===== src/rtl/pwm_lock_pkg.sv =====
package pwm_lock_pkg;

    typedef struct packed {
        logic pwm;
        logic rise_lock;
        logic fall_lock;
        logic above;
        logic primed;
    } arm_state_t;

    localparam int unsigned NUM_ARMS = 2;

endpackage


===== src/rtl/pwm_ref_mirror.sv =====
module pwm_ref_mirror #(
    parameter int unsigned CW   = 10,
    parameter int unsigned PEAK = 500
) (
    input  logic signed [CW:0]   ref_i,
    input  logic        [CW-1:0] carrier_i,
    output logic signed [CW+1:0] car_o,
    output logic signed [CW+1:0] cmp_left_o,
    output logic signed [CW+1:0] cmp_right_o
);
    localparam int unsigned VW   = CW + 2;
    localparam int          HALF = int'(PEAK / 2);

    logic signed [VW-1:0] mid;
    logic signed [VW-1:0] ref_ext;

    always_comb begin
        mid         = VW'(HALF);
        ref_ext     = VW'(ref_i);
        car_o       = $signed({2'b00, carrier_i});
        cmp_left_o  = mid + ref_ext;
        cmp_right_o = mid - ref_ext;
    end

endmodule


===== src/rtl/pwm_arm_lock.sv =====
module pwm_arm_lock
    import pwm_lock_pkg::*;
#(
    parameter int unsigned CW = 10
) (
    input  logic                 clk_i,
    input  logic                 rst_ni,
    input  logic signed [CW+1:0] cmp_i,
    input  logic signed [CW+1:0] car_i,
    input  logic                 rising_i,
    input  logic                 rise_done_i,
    input  logic                 fall_done_i,
    output logic                 pwm_o
);
    arm_state_t st_d, st_q;
    logic       above_now;
    logic       meet;

    always_comb begin
        above_now = (cmp_i > car_i);
        meet      = (cmp_i == car_i) || (st_q.primed && (above_now != st_q.above));

        st_d        = st_q;
        st_d.above  = above_now;
        st_d.primed = 1'b1;

        if (rising_i) begin
            if (meet && !st_q.rise_lock) begin
                st_d.pwm       = 1'b0;
                st_d.rise_lock = 1'b1;
            end
        end else begin
            if (meet && !st_q.fall_lock) begin
                st_d.pwm       = 1'b1;
                st_d.fall_lock = 1'b1;
            end
        end

        if (rise_done_i) begin
            st_d.rise_lock = 1'b0;
        end
        if (fall_done_i) begin
            st_d.fall_lock = 1'b0;
        end
    end

    always_ff @(posedge clk_i or negedge rst_ni) begin
        if (!rst_ni) begin
            st_q <= '0;
        end else begin
            st_q <= st_d;
        end
    end

    assign pwm_o = st_q.pwm;

endmodule


===== src/rtl/halfcycle_pwm_bridge.sv =====
module halfcycle_pwm_bridge
    import pwm_lock_pkg::*;
#(
    parameter int unsigned CW   = 10,
    parameter int unsigned PEAK = 500
) (
    input  logic                 clk_i,
    input  logic                 rst_ni,
    input  logic [CW-1:0]        carrier_i,
    input  logic                 carrier_rising_i,
    input  logic                 rise_done_i,
    input  logic                 fall_done_i,
    input  logic signed [CW:0]   ref_i,
    output logic                 pwm_left_o,
    output logic                 pwm_right_o
);
    localparam int unsigned VW = CW + 2;

    logic signed [VW-1:0] car_s;
    logic signed [VW-1:0] cmp_val [NUM_ARMS];
    logic                 pwm_arm [NUM_ARMS];

    pwm_ref_mirror #(
        .CW   (CW),
        .PEAK (PEAK)
    ) u_mirror (
        .ref_i       (ref_i),
        .carrier_i   (carrier_i),
        .car_o       (car_s),
        .cmp_left_o  (cmp_val[0]),
        .cmp_right_o (cmp_val[1])
    );

    for (genvar a = 0; a < NUM_ARMS; a++) begin : g_arm
        pwm_arm_lock #(
            .CW (CW)
        ) u_arm (
            .clk_i       (clk_i),
            .rst_ni      (rst_ni),
            .cmp_i       (cmp_val[a]),
            .car_i       (car_s),
            .rising_i    (carrier_rising_i),
            .rise_done_i (rise_done_i),
            .fall_done_i (fall_done_i),
            .pwm_o       (pwm_arm[a])
        );
    end

    assign pwm_left_o  = pwm_arm[0];
    assign pwm_right_o = pwm_arm[1];

endmodule


===== config.mk =====
export PLATFORM = sky130hd
export DESIGN_NAME = halfcycle_pwm_bridge
export DESIGN_NICKNAME = d
export VERILOG_FILES = /design/src/rtl/pwm_lock_pkg.sv /design/src/rtl/pwm_ref_mirror.sv /design/src/rtl/pwm_arm_lock.sv /design/src/rtl/halfcycle_pwm_bridge.sv
export SDC_FILE = /design/constraint.sdc
export NUM_CORES = 1
export LEC_CHECK = 0
export BUFFER_PORTS_ARGS = -buffer_cell sky130_fd_sc_hd__buf_2
export CAP_MARGIN = 0
export CORE_UTILIZATION = 61
export DETAILED_ROUTE_END_ITERATION = 10
export PLACE_DENSITY = 0.86
export SETUP_SLACK_MARGIN = 0.02
export SYNTH_ARGS = -nofsm -noshare
export SYNTH_HDL_FRONTEND = slang
export SYNTH_HIERARCHICAL = 1
export SYNTH_SLANG_ARGS = --single-unit

===== constraint.sdc =====
create_clock -name clk_i -period 2.4 [get_ports clk_i]
set_clock_uncertainty 0.05 [all_clocks]
set_input_delay 0.48 -clock clk_i [delete_from_list [all_inputs] [get_ports clk_i]]
set_output_delay 0.48 -clock clk_i [all_outputs]
set_load 0.005 [all_outputs]

==> summary.txt <==
Global routing
  • Largest net degree at the start of global routing: 11
  • First-pass GRT wire length: 8290 um
  • Remaining global-route overflow: 0
  • Initial antenna violation count: 0
  • Total GRT Usage: 42.4%
  • Vias in the first global route: 1,886

Floorplan
  • Die area: 0.00285 mm^2
  • Starting density of the core: 64.9%
  • FP Rows: 18
  • I/O pin count: 28
  • Core area: 0.00248 mm^2
  • Die height: 53.3 um
  • DIE WIDTH: around 53 um

Logic synthesis
  • Synth Register Bits: 10
  • Synth Warn #: 6
  • Seq/Total Area, Yosys: 15.6%
  • Synth async-reset ratio: 100%
  • Top FF cell, synth: dfrtp_1
  • Synth unique cells: 37
  • Number of flops mapped to enable cells by yosys: 0
  • Syn_area_per_cell: 8.00 um^2
  • Syn Std Cell Area: 0.00161 mm^2
  • Post-synthesis instance total: 201

Placed design
  • Dpl hpwl: approximately 3700 um
  • Routability congestion estimate: approximately 0.86
  • Worst slack, placed: -0.835 ns
  • Number of port buffers: 27

Layout
  • Filler cells: 89
  • Most frequent cells in the layout: buf_4 (42), inv_1 (35), ha_1 (23), buf_2 (23), xnor2_1 (11)
  • Synth-to-Final Area Change: 43.7%
  • Most common cell after layout, fill and taps aside: buf_4
  • Share of layout cells above drive strength 1: 46.0%
  • Fin nets: 316
  • Antenna fix cells: 0

Worst setup path
  • WP data required: between 2 and 3 ns
  • Worst r2r src: g_arm[1].u_arm/st_q[1]$_DFF_PN0_
  • CP startpoint: ref_i[3]
  • R2r endpoint: g_arm[1].u_arm/pwm_o$_DFFE_PN0P_
  • CP Class: input port to flop
  • R2R cell count: 4
  • Startpoint types: input port
  • Crit path capture type: flop
  • Critical Path AT: 3.19 ns
  • Critical Path End: g_arm[0].u_arm/pwm_o$_DFFE_PN0P_
  • Highest net fanout along the worst path: 5
  • R2r setup slk: about 0.65 ns

Timing
  • Pins over their slew limit: 0
  • Setup-failing EPs final: 8
  • Fin crit period: 3.05 ns
  • Final cycle utilization of the critical path: 127%
  • Final hold vios: 1
  • Final worst slack: -0.653 ns
  • Max Clk Rate: 328 MHz
  • RSZ-0062 raised after global routing: yes
  • WHS: -0.00142 ns

CTS
  • Clk_lat worst skew: 0.29 ns
  • Hold-fix buffers, CTS: 0
  • Clock Sinks: 10
  • H-tree Lvls: 1
  • CTS root buf: clkbuf_4
  • CTS max path bufs: 2
  • CTS tree: built
  • Clk slew on worst S/H paths: 0.09 ns
  • CTS Buf Count: 3

Flow run
  • MaxCap Viol Count: 0

Run status
  • Failing checks: negative hold slack, negative setup slack
  • Status: complete, but fails checks

Drt
  • Met2 wire len: 3190 um
  • Drt wl/cell: 22.5 um
  • Metal1 wirelength: between 2000 and 2500 um
  • Drc violations: 0
  • Drt first-iter violations: between 100 and 150
  • Final wirelength: approximately 6500 um
  • Met3 wire length: 625 um
  • DRT Pass-1 Iters: 5
  • DR top layer: met4
  • Vias per inst: 6.61
  • Final ANT Viol Nets: 0
  • Via count: 1,924

Power
  • Total Power: between 0.9 and 1 mW
  • LEAKAGE: 1.12 nW
  • Power Dens Cells: around 410 mW/mm^2
  • Peak supply drop: 0.595 mV

Min path
  • Worst min-delay path category: input port to asynchronous set/reset pin
==> final cells by class <==
type	count	area, um^2	area share (%)
Clock buffer	4	36.3	1.57
Inverter	35	131	5.68
Multi-Input combinational cell	139	1330	57.6
Sequential cell	10	250	10.8
Tap cell	30	37.5	1.62
Timing Repair Buffer	73	524	22.7
==> synthesized netlist by cell type (all sizes together), types with 3 or more instances <==
library cell / instances / share of area (%)
xnor2: 11 / 6.0
inv: 35 / 8.2
xor2: 6 / 3.3
ha: 28 / 22
nor2: 10 / 2.3
a211oi: 6 / 2.8
nand3: 5 / 1.6
conb: 3 / 0.70
a221oi: 4 / 2.2
o31ai: 4 / 2.7
nand4: 7 / 2.7
a311oi: 5 / 2.7
buf: 17 / 7.9
nor2b: 3 / 1.2
or4: 4 / 2.6
dfrtp: 10 / 16
a21oi: 9 / 2.8
o21ai: 3 / 0.93
nand2: 6 / 1.4
nor3: 6 / 1.9
==> timing repair <==
item                       in CTS  in global routing
setup endpoints to repair       8                  8
pin swaps                      14                 15
buffers inserted                9                  3
resized for setup              28                  8
==> layer usage <==
| metal | GRT usage [%] | vias to the layer above |
|---|---|---|
| li1 | - | 811 |
| met1 | 40.4 | 889 |
| met2 | 79.2 | 168 |
| met3 | 12.1 | 56 |
| met4 | 24.6 | 0 |
| met5 | 0 | - |
==> cells by family (layout without fill, tap and decap cells) <==
| kind of cell | count (synthesis) | after routing | synth area share [%] |
|---|---|---|---|
| adders and majority gates | 28 | 28 | 21.8 |
| AOI/OAI and AO/OA | 41 | 41 | 19.2 |
| xor gates and xnor gates | 17 | 17 | 9.26 |
| buffers and inverters | 53 | 112 | 16.3 |
| DFF | 10 | 10 | 15.6 |
| other | 3 | 4 | 0.700 |
| and+or+nand+nor | 49 | 49 | 17.2 |
==> registers in the layout (all words and copies together), names as in the netlist <==
register,count
g_arm.u_arm/st_q,8
g_arm.u_arm/pwm_o,2
==> report_power, final <==
group          switching [mW]  internal (mW)
Sequential             0.0271          0.195
Clock                  0.0775         0.0926
Combinational           0.298          0.265
==> how the worst min path moves through the flow <==
stage,to,from,depth (start not counted),slack [ns]
5_1_grt,g_arm[0].u_arm/pwm_o$_DFFE_PN0P_,rst_ni,1,0.003
2_1_floorplan,g_arm[0].u_arm/pwm_o$_DFFE_PN0P_,rst_ni,0,0.13
4_1_cts,g_arm[0].u_arm/st_q[2]$_DFFE_PN0P_,rst_ni,1,0.01
6_report,g_arm[0].u_arm/pwm_o$_DFFE_PN0P_,rst_ni,1,-0.001
3_5_place_dp,g_arm[0].u_arm/st_q[2]$_DFFE_PN0P_,rst_ni,1,0.31
3_3_place_gp,g_arm[0].u_arm/st_q[2]$_DFFE_PN0P_,rst_ni,1,0.29
==> worst max-delay path, stage by stage <==
cell and delay [ns]:
buf_2 0.13, buf_4 0.16, a21oi_1 0.23, buf_4 0.20, a21oi_1 0.10, xor2_1 0.22, ha_1 0.29, nand4_1 0.20
nor2_1 0.09, a2bb2oi_2 0.19, or4_4 0.47, a31o_1 0.20, a311oi_1 0.24
==> stage by stage <==
stage	area (um^2)	hold slack (ns)	cells	setup TNS [ns]	util, %
6_report	2310	-0.00142	291	-3.88	93.3
5_1_grt	2310	0.00254	291	-4.58	93.3
4_1_cts	2250	0.0130	289	-2.45	90.8
3_5_place_dp	2030	0.308	278	-5.55	81.9
3_3_place_gp	2030	0.294	278	-4.36	81.9
2_1_floorplan	1730	0.134	202	-2.47	-
Power figures use the tool's default switching activity.
